File: src/rtl/rxf_pkg.sv
package rxf_pkg;

    // substitution checker states
    typedef enum logic [2:0] {
        CK_RUN    = 3'd0,
        CK_SUB_B1 = 3'd1,
        CK_SUB_Z  = 3'd2,
        CK_SUB_V2 = 3'd3,
        CK_SUB_B2 = 3'd4
    } ck_state_e;

    // zeros preceding an accepted violation
    localparam int T1_SUB_LEAD   = 3;
    localparam int E1_SUB_LEAD_A = 2;
    localparam int E1_SUB_LEAD_B = 3;

endpackage

File: src/rtl/rxf_zero_run.sv
module rxf_zero_run #(
    parameter int T1_LIMIT = 16,
    parameter int E1_LIMIT = 4,
    parameter int W        = 5
) (
    input  logic         clk,
    input  logic         rst,
    input  logic         t1_mode,
    input  logic         mark_any,
    output logic [W-1:0] zrun,
    output logic         exz
);
    localparam logic [W-1:0] T1_L = W'(T1_LIMIT);
    localparam logic [W-1:0] E1_L = W'(E1_LIMIT);

    logic [W-1:0] lim;

    always_comb begin
        lim = t1_mode ? T1_L : E1_L;
        exz = !mark_any && (zrun == lim - W'(1));
    end

    always_ff @(posedge clk) begin
        if (rst) begin
            zrun <= '0;
        end else if (mark_any) begin
            zrun <= '0;
        end else if (zrun < lim) begin
            zrun <= zrun + W'(1);
        end
    end

    // one strobe per run
    assert_exz_once_R5: assert property (@(posedge clk) disable iff (rst)
        exz |=> !exz);

    assert_zrun_bound_R5: assert property (@(posedge clk) disable iff (rst)
        zrun <= T1_L);

endmodule

File: src/rtl/rxf_code_check.sv
module rxf_code_check
    import rxf_pkg::*;
#(
    parameter int W = 5
) (
    input  logic         clk,
    input  logic         rst,
    input  logic         t1_mode,
    input  logic         pos,
    input  logic         neg,
    input  logic [W-1:0] zrun,
    output logic         viol
);
    localparam logic [W-1:0] T1_LEAD = W'(T1_SUB_LEAD);
    localparam logic [W-1:0] E1_LA   = W'(E1_SUB_LEAD_A);
    localparam logic [W-1:0] E1_LB   = W'(E1_SUB_LEAD_B);

    ck_state_e st, st_nxt;
    logic      last_neg;
    logic      have_mark;
    logic      mark, dbl, zero, same, bpv;

    always_comb begin
        mark = pos ^ neg;
        dbl  = pos & neg;
        zero = !pos && !neg;
        same = mark && (neg == last_neg);
        bpv  = same && have_mark;
    end

    // state and polarity register
    always_ff @(posedge clk) begin
        if (rst) begin
            st        <= CK_RUN;
            last_neg  <= 1'b0;
            have_mark <= 1'b0;
        end else begin
            st <= st_nxt;
            if (mark) begin
                last_neg  <= neg;
                have_mark <= 1'b1;
            end
        end
    end

    // next state and violation output
    always_comb begin
        st_nxt = st;
        viol   = 1'b0;
        unique case (st)
            CK_RUN: begin
                if (dbl) begin
                    viol = 1'b1;
                end else if (bpv) begin
                    if (t1_mode) begin
                        if (zrun == T1_LEAD) st_nxt = CK_SUB_B1;
                        else                 viol   = 1'b1;
                    end else if (!(zrun == E1_LA || zrun == E1_LB)) begin
                        viol = 1'b1;
                    end
                end
            end
            CK_SUB_B1: begin
                if (mark && !same) st_nxt = CK_SUB_Z;
                else begin viol = 1'b1; st_nxt = CK_RUN; end
            end
            CK_SUB_Z: begin
                if (zero) st_nxt = CK_SUB_V2;
                else begin viol = 1'b1; st_nxt = CK_RUN; end
            end
            CK_SUB_V2: begin
                if (same) st_nxt = CK_SUB_B2;
                else begin viol = 1'b1; st_nxt = CK_RUN; end
            end
            CK_SUB_B2: begin
                if (mark && !same) st_nxt = CK_RUN;
                else begin viol = 1'b1; st_nxt = CK_RUN; end
            end
            default: st_nxt = CK_RUN;
        endcase
    end

    // a substitution check only opens after a single-rail mark
    assert_sub_entry_R6: assert property (@(posedge clk) disable iff (rst)
        (st == CK_SUB_B1) |-> $past(pos ^ neg));

endmodule

File: src/rtl/rxf_edge_out.sv
module rxf_edge_out (
    input  logic clk,
    input  logic rst,
    input  logic edge_sel,
    input  logic d_p,
    input  logic d_n,
    output logic out_p,
    output logic out_n
);
    logic rise_p, rise_n, fall_p, fall_n;

    always_ff @(posedge clk) begin
        if (rst) begin
            rise_p <= 1'b0;
            rise_n <= 1'b0;
        end else begin
            rise_p <= d_p;
            rise_n <= d_n;
        end
    end

    always_ff @(negedge clk) begin
        if (rst) begin
            fall_p <= 1'b0;
            fall_n <= 1'b0;
        end else begin
            fall_p <= rise_p;
            fall_n <= rise_n;
        end
    end

    always_comb begin
        out_p = edge_sel ? fall_p : rise_p;
        out_n = edge_sel ? fall_n : rise_n;
    end

    assert_reset_low_R9: assert property (@(posedge clk)
        rst |=> (!rise_p && !rise_n));

endmodule

File: src/rtl/rx_line_formatter.sv
module rx_line_formatter #(
    parameter int T1_ZERO_LIMIT = 16,
    parameter int E1_ZERO_LIMIT = 4
) (
    input  logic rclk,
    input  logic rst,
    input  logic pos_in,
    input  logic neg_in,
    input  logic nrz_mode,
    input  logic t1_mode,
    input  logic edge_sel,
    output logic rx_p,
    output logic rx_n
);
    localparam int ZMAX = (T1_ZERO_LIMIT > E1_ZERO_LIMIT) ? T1_ZERO_LIMIT : E1_ZERO_LIMIT;
    localparam int ZW   = $clog2(ZMAX + 1);

    logic [ZW-1:0] zrun;
    logic          exz, viol, err;
    logic          d_p, d_n;

    rxf_zero_run #(
        .T1_LIMIT (T1_ZERO_LIMIT),
        .E1_LIMIT (E1_ZERO_LIMIT),
        .W        (ZW)
    ) u_zero (
        .clk      (rclk),
        .rst      (rst),
        .t1_mode  (t1_mode),
        .mark_any (pos_in | neg_in),
        .zrun     (zrun),
        .exz      (exz)
    );

    rxf_code_check #(
        .W (ZW)
    ) u_check (
        .clk     (rclk),
        .rst     (rst),
        .t1_mode (t1_mode),
        .pos     (pos_in),
        .neg     (neg_in),
        .zrun    (zrun),
        .viol    (viol)
    );

    always_comb begin
        err = viol | exz;
        d_p = nrz_mode ? (pos_in | neg_in) : pos_in;
        d_n = nrz_mode ? err : neg_in;
    end

    rxf_edge_out u_out (
        .clk      (rclk),
        .rst      (rst),
        .edge_sel (edge_sel),
        .d_p      (d_p),
        .d_n      (d_n),
        .out_p    (rx_p),
        .out_n    (rx_n)
    );

    assert_bipolar_pass_R1: assert property (@(posedge rclk) disable iff (rst)
        !nrz_mode |=> (edge_sel || (rx_p == $past(pos_in) && rx_n == $past(neg_in))));

    assert_nrz_merge_R2: assert property (@(posedge rclk) disable iff (rst)
        nrz_mode |=> (edge_sel || rx_p == $past(pos_in | neg_in)));

endmodule

File: config.mk
export PLATFORM = sky130hd
export DESIGN_NAME = rx_line_formatter
export DESIGN_NICKNAME = d
export VERILOG_FILES = /design/src/rtl/rxf_pkg.sv /design/src/rtl/rxf_zero_run.sv /design/src/rtl/rxf_code_check.sv /design/src/rtl/rxf_edge_out.sv /design/src/rtl/rx_line_formatter.sv
export SDC_FILE = /design/constraint.sdc
export NUM_CORES = 1
export LEC_CHECK = 0
export ABC_AREA = 1
export CAP_MARGIN = 15
export CORE_MARGIN = 1
export CORE_UTILIZATION = 53
export DETAILED_ROUTE_END_ITERATION = 16
export PLACE_DENSITY = 0.8
export SYNTH_ARGS = -nofsm -noshare
export SYNTH_HDL_FRONTEND = slang
export SYNTH_SLANG_ARGS = --single-unit
File: constraint.sdc
create_clock -name rclk -period 1.66 [get_ports rclk]
set_input_delay 0.415 -clock rclk [delete_from_list [all_inputs] [get_ports rclk]]
set_output_delay 0.415 -clock rclk [all_outputs]
set_load 0.05 [all_outputs]
==> results.json <==
{
  "area_growth_pct": 41.1,
  "firstDrtPassIters": 4,
  "dieArea_um2": 1650,
  "io_buffer_count": 8,
  "busiest_layer": "met2",
  "synth_edf_count": 0,
  "fp-row-count": 13,
  "worst_slew_pin_slew_ns": 0.345,
  "p_int_mw": 0.526,
  "cts_sinks": 14,
  "status": "complete, but fails checks",
  "initial_core_util": 0.587,
  "p_clk_frac": 0.296,
  "ys_ff_latch": 14,
  "p_seq_frac": 0.481,
  "hold_class": "reg2reg",
  "final_layout_size_suffix_gt1_frac": 0.284,
  "worstSetupStartpoint": "u_out.fall_p",
  "synth.top_cell.area_share": 0.354,
  "routed_wl_mm": 1.78,
  "fin_skew_ns": 0.0552,
  "fill_cells": 92,
  "die_y_um": 40.7,
  "cp.required_ns": 1.24,
  "maxCapViolCount": 0,
  "ys.flop_type": "dfxtp_1",
  "root_buffer": "clkbuf_4",
  "seq_area_frac_synth": 0.354,
  "overflow": 0,
  "cp.arrival_ns": 1.79,
  "core_um2": 1350,
  "grt_max_degree": 9,
  "cts_buffers": 3,
  "max_slew_margin": 0.768,
  "nets": 155,
  "gp_congestion": 0.881,
  "num_antenna_cells": 0,
  "clock_path_buffers": 2,
  "rrSetupSlack_ns": 0.17,
  "synth_area_um2": 792,
  "dpl_worst_slack_ns": -0.359,
  "grt_pass1_vias": 699,
  "ff2ff_path_depth": 9,
  "synth_warnings": 0,
  "hpwl_mm": 1.42,
  "pwr_density_cell_nw_per_um2": 662,
  "yosysMostFrequentCell": "inv_1",
  "use_met3": 0.0326,
  "drt_first_iter_violations": 17,
  "hold_violations": 0,
  "synth_cells": 114,
  "synth.distinct_cells": 19,
  "rsz0062_at_grt": "true",
  "via_count": 817,
  "netSwitchingFraction": 0.289,
  "antenna_found_initial": 0,
  "drtAntennaViolNets": 0,
  "hp-start": "u_check.have_mark",
  "setup_ws_ns": -0.544,
  "async_flop_share": 0,
  "netSwitchingPower_mw": 0.214,
  "drc": 0,
  "grtUsageTotal": 0.257,
  "num_io_pins": 9,
  "path_max_fanout": 1,
  "yosys.area.top_type": "dfxtp_1",
  "crit_end": "rx_p",
  "reg2reg_from": "u_zero.zrun[2]",
  "worstSetupEndpointType": "output port",
  "use_met2": 0.433,
  "violations": "setup timing",
  "grt_pass1_wl_mm": 2.77,
  "use_met1": 0.319,
  "yosys-top-cells-count": "inv_1 (22), nor2_1 (18), nand2_1 (17), dfxtp_1 (14), o21ai_0 (12)",
  "cts.clk_slew.worst_paths_ns": 0.08,
  "htree_levels": 1,
  "final_util": 0.828,
  "die_width_um": 40.7,
  "wire_per_inst_um": 11.4,
  "start_kind": "flop",
  "synth_area_leaders": "dfxtp_1 (35%), inv_1 (10%), ha_1 (9.5%), nor2_1 (8.5%), nand2_1 (8.1%)",
  "drv_slew": 0,
  "vias_per_cell": 5.24,
  "comb_power_share": 0.223,
  "cts_tree": "built",
  "path_class": "reg2out",
  "syn-num-nets": 127,
  "vdd.ir_drop.worst_mv": 0.552,
  "timing.rr.end": "u_zero.zrun[4]",
  "syn_avg_cell_area_um2": 6.95,
  "p_leak_nw": 0.517,
  "clock_latency_ns": 0.34,
  "final-setup-viol-count": 2
}
critical path, stage by stage, from the launching register on:
cell and delay, ns:
dfxtp_2 0.31, nand2_2 0.07, o21ai_4 0.09, buf_12 0.15
per-layer routing:
metal / part of all wire / wire [µm] / up-vias
li1: - / - / 418
met1: 0.44 / 781 / 364
met5: 0 / 0 / -
met3: 0.047 / 83 / 9
met4: 0.029 / 51 / 0
met2: 0.49 / 868 / 26
timing repair:
action,CTS,global route
buffers inserted,1,0
pin swaps,2,2
setup endpoints to repair,5,5
hold buffers,0,0
gates resized for setup,5,6
hold endpoints to repair,0,0
worst min-delay path by stage:
| stage | endpoint | slack, ns | cells after the start |
|---|---|---|---|
| after CTS | u_check.have_mark | 0.49 | 2 |
| after global routing | u_zero.zrun[0] | 0.57 | 1 |
| after detailed placement | u_check.have_mark | 0.46 | 2 |
| final | u_check.have_mark | 0.49 | 2 |
| after global placement | u_check.have_mark | 0.45 | 2 |
| after floorplan | u_check.have_mark | 0.43 | 2 |
state kept, by name (all words and copies together) (netlist names):
name,cells
u_check.st,3
u_out.fall_n,1
u_out.rise_p,1
u_check.have_mark,1
u_check.last_neg,1
u_out.fall_p,1
u_zero.zrun,5
u_out.rise_n,1
cell type report:
cell class / count / area [µm²] / area share
Clock buffer: 3 / 22.5 / 0.0202
Clock inverter: 3 / 12.5 / 0.0112
Inverter: 23 / 86.3 / 0.0773
Multi-Input combinational cell: 75 / 478 / 0.428
Sequential cell: 14 / 283 / 0.253
Tap cell: 15 / 18.8 / 0.0168
Timing Repair Buffer: 23 / 216 / 0.194
cell families after synthesis:
kind of cell    Yosys count  synth area share
buf+inv                  25             0.118
fa+ha+maj                 6            0.0948
compound gates           21             0.149
xor+xnor                  1            0.0111
simple gates             47             0.273
flops                    14             0.354
cells in the final DEF, fill, tap and decap left out, types with 4 or more instances in the layout:
master | Yosys | routed
a21oi_1 | 7 | 7
buf_4 | 0 | 15
dfxtp_1 | 14 | 12
ha_1 | 6 | 4
inv_1 | 22 | 20
inv_2 | 2 | 5
nand2_1 | 17 | 15
nand3_1 | 5 | 4
nor2_1 | 18 | 17
o21ai_0 | 12 | 9
power by group through the flow:
stage	clock network, mW	registers, mW	logic (mW)
floorplan	0.0113	0.361	0.0744
global placement	0.0113	0.362	0.149
detailed placement	0.0113	0.363	0.154
CTS	0.226	0.356	0.161
global route	0.238	0.357	0.181
finish	0.219	0.356	0.165
per-stage QoR:
stage               power [mW]  area, µm²  hold WS [ns]  std cells  TNS [ns]
detailed placement       0.528       1040         0.464        150     -3.29
finish                   0.739       1120         0.487        156     -1.06
global placement         0.522       1040         0.447        150     -2.74
floorplan                0.447        822         0.434        114    -0.168
CTS                      0.742       1100         0.486        156     -1.08
global route             0.777       1120         0.570        156     -1.16
No activity file was read; power rests on OpenSTA's default activity.
